===== src/rtl/vpw_rx_pkg.sv =====
// Package: shared types and CRC arithmetic for the VPW frame receiver.
// Assumes an MSB-first bit stream and the 8-bit generator 0x1D.
package vpw_rx_pkg;

    localparam int          BYTE_W    = 8;
    localparam logic [7:0]  CRC_POLY  = 8'h1D;
    localparam logic [7:0]  CRC_SEED  = 8'hFF;
    localparam logic [7:0]  CRC_RESID = 8'hC4;

    typedef enum logic [2:0] {
        PW_RUNT,
        PW_SHORT,
        PW_LONG,
        PW_DELIM,
        PW_OVER
    } pw_class_e;

    typedef enum logic [1:0] {
        ST_HUNT,
        ST_BODY,
        ST_TAIL,
        ST_RESYNC
    } rx_state_e;

    typedef struct packed {
        logic crc_bad;
        logic too_long;
        logic bad_sym;
    } rx_flags_t;

    // Advance the CRC register by one serial bit.
    function automatic logic [7:0] crc_shift(input logic [7:0] cur, input logic din);
        logic fb;
        fb = cur[7] ^ din;
        return {cur[6:0], 1'b0} ^ (fb ? CRC_POLY : 8'h00);
    endfunction

endpackage


===== src/rtl/vpw_pulse_meter.sv =====
// Module: measures pulse widths on the synchronised bus in microsecond ticks.
// A change of level is accepted only after the bus has held the opposite
// level for NOISE_MIN ticks. Shorter excursions are added to the running
// pulse. It reports each finished pulse, the start of every accepted active
// level, and passive run lengths crossing the end-of-data, end-of-frame and
// inter-frame thresholds.
// Assumes bus_i is already synchronised to clk and tick_i is a single-cycle pulse.
module vpw_pulse_meter #(
    parameter int CNT_W     = 10,
    parameter int NOISE_MIN = 34,
    parameter int EOD_MIN   = 164,
    parameter int EOF_MIN   = 240,
    parameter int IFS_MIN   = 300
) (
    input  logic             clk,
    input  logic             rst_n,
    input  logic             tick_i,
    input  logic             bus_i,
    output logic             pulse_vld_o,
    output logic             pulse_act_o,
    output logic [CNT_W-1:0] pulse_len_o,
    output logic             act_start_o,
    output logic             eod_hit_o,
    output logic             eof_hit_o,
    output logic             ifs_hit_o
);

    localparam int               CAND_W  = $clog2(NOISE_MIN + 1);
    localparam logic [CNT_W-1:0] CNT_MAX = '1;

    logic             lvl_q, lvl_d;
    logic [CNT_W-1:0] run_q, run_d, grow;
    logic [CAND_W-1:0] cand_q, cand_d;
    logic [CNT_W:0]   sum;
    logic             pv_d, pact_d, ast_d, eod_d, eof_d, ifs_d;
    logic [CNT_W-1:0] plen_d;

    // Saturating run length after folding pending candidate ticks back in.
    always_comb begin
        sum  = {1'b0, run_q} + {{(CNT_W + 1 - CAND_W){1'b0}}, cand_q} + {{CNT_W{1'b0}}, 1'b1};
        grow = sum[CNT_W] ? CNT_MAX : sum[CNT_W-1:0];
    end

    // Next-state of the level filter and the event strobes.
    always_comb begin
        lvl_d  = lvl_q;
        run_d  = run_q;
        cand_d = cand_q;
        pv_d   = 1'b0;
        pact_d = 1'b0;
        plen_d = run_q;
        ast_d  = 1'b0;
        eod_d  = 1'b0;
        eof_d  = 1'b0;
        ifs_d  = 1'b0;
        if (tick_i) begin
            if (bus_i == lvl_q) begin
                run_d  = grow;
                cand_d = '0;
                if (!lvl_q) begin
                    eod_d = (int'(run_q) < EOD_MIN) && (int'(grow) >= EOD_MIN);
                    eof_d = (int'(run_q) < EOF_MIN) && (int'(grow) >= EOF_MIN);
                    ifs_d = (int'(run_q) < IFS_MIN) && (int'(grow) >= IFS_MIN);
                end
            end else if (int'(cand_q) + 1 >= NOISE_MIN) begin
                pv_d   = 1'b1;
                pact_d = lvl_q;
                lvl_d  = !lvl_q;
                run_d  = CNT_W'(NOISE_MIN);
                cand_d = '0;
                ast_d  = !lvl_q;
            end else begin
                cand_d = cand_q + 1'b1;
            end
        end
    end

    // State and registered event outputs.
    always_ff @(posedge clk) begin
        if (!rst_n) begin
            lvl_q       <= 1'b0;
            run_q       <= '0;
            cand_q      <= '0;
            pulse_vld_o <= 1'b0;
            pulse_act_o <= 1'b0;
            pulse_len_o <= '0;
            act_start_o <= 1'b0;
            eod_hit_o   <= 1'b0;
            eof_hit_o   <= 1'b0;
            ifs_hit_o   <= 1'b0;
        end else begin
            lvl_q       <= lvl_d;
            run_q       <= run_d;
            cand_q      <= cand_d;
            pulse_vld_o <= pv_d;
            pulse_act_o <= pact_d;
            pulse_len_o <= plen_d;
            act_start_o <= ast_d;
            eod_hit_o   <= eod_d;
            eof_hit_o   <= eof_d;
            ifs_hit_o   <= ifs_d;
        end
    end


    edge_needs_opposite_bus_chk: assert property (@(posedge clk) disable iff (!rst_n)
        pulse_vld_o |-> ($past(bus_i) != pulse_act_o));


    ifs_on_passive_bus_chk: assert property (@(posedge clk) disable iff (!rst_n)
        ifs_hit_o |-> !$past(bus_i));

endmodule


===== src/rtl/vpw_width_sorter.sv =====
// Module: sorts a measured pulse width into a symbol class.
// Purely combinational. Assumes ascending limits: NOISE_MIN <= SHORT_MAX < LONG_MAX < DELIM_MAX.
module vpw_width_sorter
    import vpw_rx_pkg::*;
#(
    parameter int CNT_W     = 10,
    parameter int NOISE_MIN = 34,
    parameter int SHORT_MAX = 96,
    parameter int LONG_MAX  = 163,
    parameter int DELIM_MAX = 239
) (
    input  logic [CNT_W-1:0] len_i,
    output pw_class_e        cls_o
);

    // Compare the width against the ascending class limits.
    always_comb begin
        if (int'(len_i) < NOISE_MIN)       cls_o = PW_RUNT;
        else if (int'(len_i) <= SHORT_MAX) cls_o = PW_SHORT;
        else if (int'(len_i) <= LONG_MAX)  cls_o = PW_LONG;
        else if (int'(len_i) <= DELIM_MAX) cls_o = PW_DELIM;
        else                               cls_o = PW_OVER;
    end

endmodule


===== src/rtl/vpw_crc8_serial.sv =====
// Module: bit-serial CRC-8 register.
// It reloads its start value on seed_i and absorbs one bit per bit_vld_i.
// Assumes seed_i and bit_vld_i are never asserted together.
module vpw_crc8_serial
    import vpw_rx_pkg::*;
(
    input  logic       clk,
    input  logic       rst_n,
    input  logic       seed_i,
    input  logic       bit_vld_i,
    input  logic       bit_i,
    output logic [7:0] crc_o
);

    // Seed on frame start, then shift in each decoded bit.
    always_ff @(posedge clk) begin
        if (!rst_n)         crc_o <= CRC_SEED;
        else if (seed_i)    crc_o <= CRC_SEED;
        else if (bit_vld_i) crc_o <= crc_shift(crc_o, bit_i);
    end


    seed_not_with_bit_chk: assert property (@(posedge clk) disable iff (!rst_n)
        seed_i |-> !bit_vld_i);

endmodule


===== src/rtl/vpw_frame_rx.sv =====
// Module: VPW frame receiver top.
// It turns classified pulses into bytes, checks the CRC at end of data,
// caps the message length and keeps the idle and error flags.
// Assumes a filtered, synchronised bus (1 = active) and a 1 us tick enable.
module vpw_frame_rx
    import vpw_rx_pkg::*;
#(
    parameter int NOISE_MIN = 34,
    parameter int SHORT_MAX = 96,
    parameter int LONG_MAX  = 163,
    parameter int DELIM_MAX = 239,
    parameter int IFS_MIN   = 300,
    parameter int MAX_BYTES = 12
) (
    input  logic       clk,
    input  logic       rst_n,
    input  logic       tick_i,
    input  logic       bus_i,
    output logic       rx_valid_o,
    output logic [7:0] rx_data_o,
    output logic       rx_som_o,
    output logic       idle_o,
    output logic       crc_err_o,
    output logic       len_err_o,
    output logic       sym_err_o
);

    localparam int EOD_MIN = LONG_MAX + 1;
    localparam int EOF_MIN = DELIM_MAX + 1;
    localparam int CNT_W   = $clog2(IFS_MIN + 1) + 1;
    localparam int BC_W    = $clog2(MAX_BYTES + 1);
    localparam int BIT_W   = $clog2(BYTE_W);

    logic             pulse_vld, pulse_act, act_start, eod_hit, eof_hit, ifs_hit;
    logic [CNT_W-1:0] pulse_len;
    pw_class_e        cls;
    logic [7:0]       crc_val;

    rx_state_e         state_q, state_d;
    logic [BYTE_W-1:0] shreg_q, shreg_d;
    logic [BIT_W-1:0]  bitcnt_q, bitcnt_d;
    logic [BC_W-1:0]   bytecnt_q, bytecnt_d;
    logic              first_q, first_d;
    logic              idle_q, idle_d;
    rx_flags_t         flags_q, flags_d;
    logic              vld_q, vld_d, som_q, som_d;
    logic [BYTE_W-1:0] data_q, data_d;
    logic              bit_vld, bit_val, crc_seed;

    vpw_pulse_meter #(
        .CNT_W(CNT_W), .NOISE_MIN(NOISE_MIN), .EOD_MIN(EOD_MIN),
        .EOF_MIN(EOF_MIN), .IFS_MIN(IFS_MIN)
    ) u_meter (
        .clk(clk), .rst_n(rst_n), .tick_i(tick_i), .bus_i(bus_i),
        .pulse_vld_o(pulse_vld), .pulse_act_o(pulse_act), .pulse_len_o(pulse_len),
        .act_start_o(act_start), .eod_hit_o(eod_hit), .eof_hit_o(eof_hit),
        .ifs_hit_o(ifs_hit)
    );

    vpw_width_sorter #(
        .CNT_W(CNT_W), .NOISE_MIN(NOISE_MIN), .SHORT_MAX(SHORT_MAX),
        .LONG_MAX(LONG_MAX), .DELIM_MAX(DELIM_MAX)
    ) u_sorter (
        .len_i(pulse_len), .cls_o(cls)
    );

    vpw_crc8_serial u_crc (
        .clk(clk), .rst_n(rst_n), .seed_i(crc_seed), .bit_vld_i(bit_vld),
        .bit_i(bit_val), .crc_o(crc_val)
    );

    // Frame sequencing, bit packing and flag updates.
    always_comb begin
        state_d   = state_q;
        shreg_d   = shreg_q;
        bitcnt_d  = bitcnt_q;
        bytecnt_d = bytecnt_q;
        first_d   = first_q;
        flags_d   = flags_q;
        idle_d    = idle_q;
        vld_d     = 1'b0;
        som_d     = 1'b0;
        data_d    = data_q;
        bit_vld   = 1'b0;
        bit_val   = 1'b0;
        crc_seed  = 1'b0;

        if (act_start) idle_d = 1'b0;
        if (ifs_hit)   idle_d = 1'b1;

        unique case (state_q)
            ST_HUNT: begin
                if (pulse_vld && pulse_act && cls == PW_DELIM) begin
                    state_d   = ST_BODY;
                    crc_seed  = 1'b1;
                    bitcnt_d  = '0;
                    bytecnt_d = '0;
                    first_d   = 1'b1;
                    flags_d   = '0;
                end
            end
            ST_BODY: begin
                if (pulse_vld) begin
                    unique case (cls)
                        PW_SHORT: begin bit_vld = 1'b1; bit_val = pulse_act;  end
                        PW_LONG:  begin bit_vld = 1'b1; bit_val = !pulse_act; end
                        default: begin
                            flags_d.bad_sym = 1'b1;
                            state_d         = ST_RESYNC;
                        end
                    endcase
                end else if (eod_hit) begin
                    if (bitcnt_q != '0 || first_q) begin
                        flags_d.bad_sym = 1'b1;
                        state_d         = ST_RESYNC;
                    end else begin
                        flags_d.crc_bad = (crc_val != CRC_RESID);
                        state_d         = ST_TAIL;
                    end
                end
            end
            ST_TAIL: begin
                if (eof_hit) state_d = ST_HUNT;
            end
            ST_RESYNC: begin
                if (ifs_hit) state_d = ST_HUNT;
            end
            default: state_d = ST_HUNT;
        endcase

        if (bit_vld) begin
            shreg_d  = {shreg_q[BYTE_W-2:0], bit_val};
            bitcnt_d = bitcnt_q + 1'b1;
            if (bitcnt_q == BIT_W'(BYTE_W - 1)) begin
                if (int'(bytecnt_q) < MAX_BYTES) begin
                    vld_d     = 1'b1;
                    data_d    = {shreg_q[BYTE_W-2:0], bit_val};
                    som_d     = first_q;
                    first_d   = 1'b0;
                    bytecnt_d = bytecnt_q + 1'b1;
                end else begin
                    flags_d.too_long = 1'b1;
                end
            end
        end
    end

    // Register the sequencer state and the outputs.
    always_ff @(posedge clk) begin
        if (!rst_n) begin
            state_q   <= ST_HUNT;
            shreg_q   <= '0;
            bitcnt_q  <= '0;
            bytecnt_q <= '0;
            first_q   <= 1'b0;
            idle_q    <= 1'b0;
            flags_q   <= '0;
            vld_q     <= 1'b0;
            som_q     <= 1'b0;
            data_q    <= '0;
        end else begin
            state_q   <= state_d;
            shreg_q   <= shreg_d;
            bitcnt_q  <= bitcnt_d;
            bytecnt_q <= bytecnt_d;
            first_q   <= first_d;
            idle_q    <= idle_d;
            flags_q   <= flags_d;
            vld_q     <= vld_d;
            som_q     <= som_d;
            data_q    <= data_d;
        end
    end

    assign rx_valid_o = vld_q;
    assign rx_data_o  = data_q;
    assign rx_som_o   = som_q;
    assign idle_o     = idle_q;
    assign crc_err_o  = flags_q.crc_bad;
    assign len_err_o  = flags_q.too_long;
    assign sym_err_o  = flags_q.bad_sym;


    som_only_with_byte_chk: assert property (@(posedge clk) disable iff (!rst_n)
        rx_som_o |-> rx_valid_o);


    no_byte_while_idle_chk: assert property (@(posedge clk) disable iff (!rst_n)
        rx_valid_o |-> !idle_o);


    idle_rise_after_ifs_chk: assert property (@(posedge clk) disable iff (!rst_n)
        $rose(idle_o) |-> $past(ifs_hit));


    byte_count_cap_chk: assert property (@(posedge clk) disable iff (!rst_n)
        int'(bytecnt_q) <= MAX_BYTES);


    crc_flag_at_end_chk: assert property (@(posedge clk) disable iff (!rst_n)
        $rose(crc_err_o) |-> $past(state_q == ST_BODY && eod_hit));

endmodule


===== config.mk =====
export PLATFORM = sky130hd
export DESIGN_NAME = vpw_frame_rx
export DESIGN_NICKNAME = d
export VERILOG_FILES = /design/src/rtl/vpw_rx_pkg.sv /design/src/rtl/vpw_pulse_meter.sv /design/src/rtl/vpw_width_sorter.sv /design/src/rtl/vpw_crc8_serial.sv /design/src/rtl/vpw_frame_rx.sv
export SDC_FILE = /design/constraint.sdc
export NUM_CORES = 1
export LEC_CHECK = 0
export BUFFER_PORTS_ARGS = -buffer_cell sky130_fd_sc_hd__buf_2
export CAP_MARGIN = 20
export CORE_ASPECT_RATIO = 1.75
export CORE_MARGIN = 10
export CORE_UTILIZATION = 40
export DETAILED_ROUTE_END_ITERATION = 8
export GPL_ROUTABILITY_DRIVEN = 0
export PLACE_DENSITY_LB_ADDON = 0.08
export SYNTH_ARGS = -nofsm -noshare
export SYNTH_HDL_FRONTEND = slang
export SYNTH_HIERARCHICAL = 1
export SYNTH_SLANG_ARGS = --single-unit

===== constraint.sdc =====
create_clock -name clk -period 3.2 [get_ports clk]
set_input_delay 0.32 -clock clk [delete_from_list [all_inputs] [get_ports clk]]
set_output_delay 0.32 -clock clk [all_outputs]
set_load 0.02 [all_outputs]

After elaboration in Yosys (flattened, before gate mapping) --
Cells that the tools add are included.
Word-level totals: register bits 72, input bits 4, output and inout port bits 14, word-level logic and storage cells 151
Cells by class: add/sub/neg operators 6, order comparisons 12, equal/unequal tests 18, muxes and demuxes 57, bitwise operators 6, reductions and logical operators 29
Operators with widths (count):
- $ge A32 B7 Y1 const B | 1
- $mux W10 | 3
- $mux W1 | 28
- $mux W3 | 8
- $ge A10 B8 Y1 const B | 2
- $le A10 B8 Y1 const B | 2
- $lt A10 B8 Y1 const B | 2
- $mux W4 | 5
- $reduce_and A5 Y1 | 3
- $mux W2 | 6
- $mux W6 | 2
- $add A10 B6 Y11 | 1
- $add A11 B1 Y11 const B | 1
- $ge A10 B9 Y1 const B | 1
- $le A10 B7 Y1 const B | 1
- $lt A10 B6 Y1 const B | 1
- $lt A10 B9 Y1 const B | 1
- $reduce_bool A2 Y1 | 5
- $reduce_and A3 Y1 | 3
- $ne A8 B8 Y1 const B | 1
- $pmux W2 S4 | 1
- $reduce_or A4 Y1 | 2
- $xor A8 B8 Y8 | 1
- $add A6 B1 Y7 const B | 1
- other kinds (28) | 46

Depth between registers and ports, before layout --
depth in word-level cells 12, mapped depth 11, depth with buffers taken out 11

Modules after synthesis --
The synthesis kept the hierarchy.
Modules (own cells, without submodules):
- vpw_pulse_meter | instances 1, cells each 195, area each 1731.7 µm², seq. area each 660.6 µm²
- vpw_frame_rx | instances 1, cells each 162, area each 1345.0 µm², seq. area each 620.6 µm²
- vpw_crc8_serial | instances 1, cells each 33, area each 381.6 µm², seq. area each 160.2 µm²
- vpw_width_sorter | instances 1, cells each 16, area each 101.3 µm², seq. area each 0.0 µm²

Least setup slack after synthesis --
Ideal clock, no wire load.
kind register to register, start point register u_meter.pulse_len_o[4], end point register u_crc.crc_o[1], library setup time 0.128 ns, data arrival time 2.352 ns, data required time 3.072 ns, path slack 0.720 ns, stages on the path, launching flop included 11, path buffers 2, period minus slack after synthesis 2.480 ns, path through dfxtp_1 > or3_1 > o31a_1 > o31ai_1 > xor2_1 > nand2_1 > inv_1 > buf_2 > buf_2 > mux2i_1 > nand2_1
On the way: cells in the longest elaborated chain, start to end 10, elaborated cells between the ends (all ways) 19, classes of those cells order compare (4); eq/ne (3); mux (9); reduce/logical (3)
RTL lines:
- start: declaration | RTL line vpw_pulse_meter.sv:21 | output logic [CNT_W-1:0] pulse_len_o,
- start signal: assignment | RTL line vpw_pulse_meter.sv:97 | pulse_len_o <= plen_d;
- $le A10 B8 Y1 | RTL line vpw_width_sorter.sv:21 | else if (int'(len_i) <= DELIM_MAX) cls_o = PW_DELIM;
- $mux W3 | RTL line vpw_width_sorter.sv:21
- $mux W3 | RTL line vpw_width_sorter.sv:20 | else if (int'(len_i) <= LONG_MAX) cls_o = PW_LONG;
- $mux W3 | RTL line vpw_width_sorter.sv:19 | else if (int'(len_i) <= SHORT_MAX) cls_o = PW_SHORT;
- $mux W3 * | RTL line vpw_width_sorter.sv:18 | if (int'(len_i) < NOISE_MIN) cls_o = PW_RUNT;
- via cls[0] | RTL line vpw_frame_rx.sv:36 | pw_class_e cls;
- $eq A3 B2 Y1 or $eq A3 B1 Y1 (tied branches) | RTL line vpw_frame_rx.sv:104 | unique case (cls)
- $reduce_or A2 Y1 (no source line) *
- $mux W1 * | RTL line vpw_frame_rx.sv:104
- $mux W1 * | RTL line vpw_frame_rx.sv:103 | if (pulse_vld) begin
- $mux W1 * | RTL line vpw_frame_rx.sv:91 | unique case (state_q)
- via bit_vld | RTL line vpw_frame_rx.sv:48 | logic bit_vld, bit_val, crc_seed;
- end signal: assignment | RTL line vpw_crc8_serial.sv:19 | else if (bit_vld_i) crc_o <= crc_shift(crc_o, bit_i);
- end: declaration | RTL line vpw_crc8_serial.sv:12 | output logic [7:0] crc_o
Mark *: on every way through the listed nets, which the timed path passes. The rest lies on a longest branch. A chain may end at the register's enable or synchronous reset.

Worst setup path in the final report --
start point register u_meter.pulse_len_o[4], end point register data_q[7] (netlist: rx_data_o[7])
On the way: cells in the longest elaborated chain, start to end 11, elaborated cells between the ends (all ways) 15, classes of those cells order compare (4); eq/ne (2); mux (7); reduce/logical (2)
RTL lines:
- $le A10 B8 Y1 | RTL line vpw_width_sorter.sv:21
- $mux W3 | RTL line vpw_width_sorter.sv:21
- $mux W3 | RTL line vpw_width_sorter.sv:20
- $mux W3 | RTL line vpw_width_sorter.sv:19
- $mux W3 * | RTL line vpw_width_sorter.sv:18
- via cls[0] | RTL line vpw_frame_rx.sv:36
- $eq A3 B2 Y1 or $eq A3 B1 Y1 (tied branches) | RTL line vpw_frame_rx.sv:104
- $reduce_or A2 Y1 (no source line) *
- $mux W1 * | RTL line vpw_frame_rx.sv:104
- $mux W1 * | RTL line vpw_frame_rx.sv:103
- $mux W1 * | RTL line vpw_frame_rx.sv:91
- $reduce_and A3 Y1 (no source line) *
- end signal: assignment | RTL line vpw_frame_rx.sv:171 | data_q <= data_d;
- end: declaration | RTL line vpw_frame_rx.sv:47 | logic [BYTE_W-1:0] data_q, data_d;
Marked as above.

==> results.json <==
{
  "status": "finished, final reports clean",
  "setup_viol_count_final": 0,
  "drv_cap": 0,
  "synth_area_leaders": "dfxtp_1 40%, nand2_1 5.1%, a21oi_1 4.5%",
  "tns_ns": 0,
  "yosys_register_bits": 72,
  "cts_hold_buf": 0,
  "worst_pin_slew_ns": 0.659,
  "routed_wl_mm": 7.95,
  "drive_above_1_share_pct": 12.8,
  "power_leakage_nw": 1.65,
  "clock-sinks": 72,
  "track_usage_pct": 12.4,
  "max_slew_margin_pct": 56.0,
  "wl_met3_um": 247,
  "worstHoldStart": "bus_i",
  "fmax_ghz": 0.371,
  "totalPowerFinal_w": 0.00199,
  "yosys-top-cells-count": "72 x dfxtp_1, 48 x nand2_1, 32 x a21oi_1, 24 x nand3_1, 22 x o21ai_0",
  "drt-pass1-iter-count": 4,
  "syn2layout_area_growth_pct": 13.4,
  "cts_made_buffers": 9,
  "endpoint_kind": "register",
  "start_kind": "register",
  "reg2reg_depth": 8,
  "cts_resized": 0,
  "synthSimpleGateAreaFrac_pct": 24.3,
  "synth_xor_area_share_pct": 4.32,
  "slew_violations": 0,
  "synth.cell_area_sq_um": 3560,
  "avgSynthCellArea_sq_um": 8.77,
  "power.density_nw_per_um2": 492,
  "die_area_sq_um": 13200,
  "finalHoldViolCount": 0,
  "path_clk_slew_ns": 0.05,
  "ios": 18,
  "min_path_cells": 2,
  "crit_path_max_fanout": 12,
  "vias": 2854,
  "fillers": 893,
  "rsz0062_at_grt": "no",
  "hold_path_class": "input port to register",
  "rows": 45,
  "ant_nets": 0,
  "grt_pass1_wl_mm": 13.0,
  "dpl.hpwl_mm": 5.92,
  "start_util_pct": 41.1,
  "wl_met1_mm": 3.13,
  "n_antenna_cell": 0,
  "syn_nets": 423,
  "nets": 435,
  "portBuffers": 17,
  "period_needed_ns": 2.69,
  "async_flop_share_pct": 0,
  "grt_max_degree": 26,
  "routed-wl-met2_mm": 4.39,
  "cts_tree": "built",
  "top_layer_used": "met4",
  "ys_types": 70,
  "synth_fa_ha_area_share_pct": 4.78,
  "synth_top_family_by_area": "simple AND/OR/NAND/NOR gates",
  "worstPathArrival_ns": 2.90,
  "via_per_inst": 5.29,
  "clock_latency_ns": 0.33,
  "wl_per_cell_um": 14.7,
  "die_height_um": 145,
  "reg2reg_slack_ns": 0.51,
  "synth_cells": 406,
  "die-width_um": 91.3,
  "root_buffer": "clkbuf_16",
  "required_ns": 3.41,
  "hold-path-endpoint": "u_meter/pulse_act_o",
  "grt_antenna_before_repair": 0,
  "synth_ff_type": "dfxtp_1",
  "r2r_start": "u_meter/pulse_len_o[4]",
  "period_share_pct": 84.2,
  "route.detailed.drc": 0,
  "grt_overflow_total": 0,
  "synth.area.mux_share_pct": 1.41,
  "worstSetupPathType": "register to register",
  "synth_top_area_share_pct": 40.5,
  "htreeDepth": 3,
  "reg2reg_to": "rx_data_o[7]",
  "yosysMostFrequentCell": "dfxtp_1",
  "cts_buffer_depth": 2,
  "seq_area_frac_synth_pct": 40.5,
  "vdd_drop_max_uv": 339,
  "synth-compound-area-share_pct": 19.9,
  "core_sq_um": 8670,
  "clock-skew-final_ns": 0.00942,
  "synth_edf_count": 0,
  "synth.largest_area_cell": "dfxtp_1",
  "yosys_warnings": 6,
  "grt_pass1_vias": 2702,
  "drtIter0Drc": 94,
  "cts_setup_buffers": 0
}
-- kinds of logic (layout without fill, tap and decap cells) --
family	Yosys count	count (layout)
AND/OR/NAND/NOR	160	160
adder cells (fa/ha/maj)	13	13
flip-flops	72	72
buffers and inverters	38	55
XOR/XNOR	12	12
AO/OA/AOI/OAI	106	106
multiplexers	5	5
-- registers in the layout, summed over array words and instances, names as in the netlist --
name / count
u_meter/pulse_len_o: 10
u_meter/cand_q: 6
rx_data_o: 8
u_meter/eof_hit_o: 1
bitcnt_q: 3
bytecnt_q: 4
first_q: 1
u_meter/plen_d: 10
idle_o: 1
len_err_o: 1
rx_som_o: 1
u_meter/ifs_hit_o: 1
u_meter/eod_hit_o: 1
rx_valid_o: 1
sym_err_o: 1
u_meter/act_start_o: 1
u_meter/lvl_q: 1
u_meter/pulse_vld_o: 1
crc_err_o: 1
u_meter/pulse_act_o: 1
u_crc/crc_o: 8
state_q: 2
shreg_q: 7
-- cells in the final DEF (no fill, tap or decap), drive strengths merged, types with 3 or more instances in the layout --
cell type	n
xnor3	3
mux2i	5
buf	23
dfxtp	72
o211ai	4
nand4	6
nor4b	3
and2	14
nand2b	10
ha	12
o31a	3
nand2	48
nand3	24
a21boi	4
xor2	3
xnor2	6
nand4b	3
nor2b	3
a21o	9
o21ai	25
or3	4
nor3	7
a31oi	4
a22o	3
clkbuf	11
nor2	19
a21oi	32
o21a	3
inv	16
-- cell type report --
| class | count | area, sq um | area share [%] |
|---|---|---|---|
| multi-input cells | 296 | 1950 | 48.3 |
| clock buffers | 11 | 253 | 6.26 |
| inverters | 16 | 60.1 | 1.49 |
| well taps | 117 | 146 | 3.63 |
| clock inverters | 5 | 55.1 | 1.36 |
| repair buffers | 23 | 130 | 3.22 |
| flip-flops and latches | 72 | 1440 | 35.7 |
-- stage by stage --
step	setup WS (ns)	instances	instance area, sq um	hold WS (ns)	utilization, %
CTS	0.491	540	4040	0.219	46.5
global placement	0.554	524	3730	0.447	43.0
detailed placement	0.498	524	3730	0.448	43.0
global route	0.228	540	4040	0.239	46.5
finish	0.507	540	4040	0.229	46.5
floorplan	0.720	406	3560	0.397	-
-- layer usage --
| layer | global-route usage [%] | vias up |
|---|---|---|
| met5 | 0 | - |
| met4 | 6.96 | 0 |
| met3 | 2.63 | 12 |
| met2 | 24.1 | 49 |
| met1 | 11.7 | 1311 |
| li1 | - | 1482 |
-- power by group --
part           internal, W  total (W)  switching, W  leakage, nW
clock             0.000642    0.00101      0.000370        0.148
combinational    0.0000232  0.0000655     0.0000423        0.920
sequential        0.000903   0.000909    0.00000635        0.581
-- worst max-delay path by stage --
stage                                      start        endpoint  slack [ns]
after floorplan           u_meter/pulse_len_o[4]  u_crc/crc_o[1]        0.72
after global placement    u_meter/pulse_len_o[4]  u_crc/crc_o[0]        0.55
after detailed placement  u_meter/pulse_len_o[4]     bitcnt_q[0]        0.50
after CTS                 u_meter/pulse_len_o[4]     bitcnt_q[0]        0.49
after global routing      u_meter/pulse_len_o[4]         first_q        0.23
final                     u_meter/pulse_len_o[4]    rx_data_o[7]        0.51
-- worst max-delay path: stages (launching register included) --
cell and delay, ns:
dfxtp_1 0.32, or3_1 0.38, o31a_1 0.25, o31ai_1 0.46, xor2_1 0.29, nand4_1 0.39, buf_4 0.32, nand3_1 0.08
o21ai_0 0.07
(Power assumes the default switching activity.)
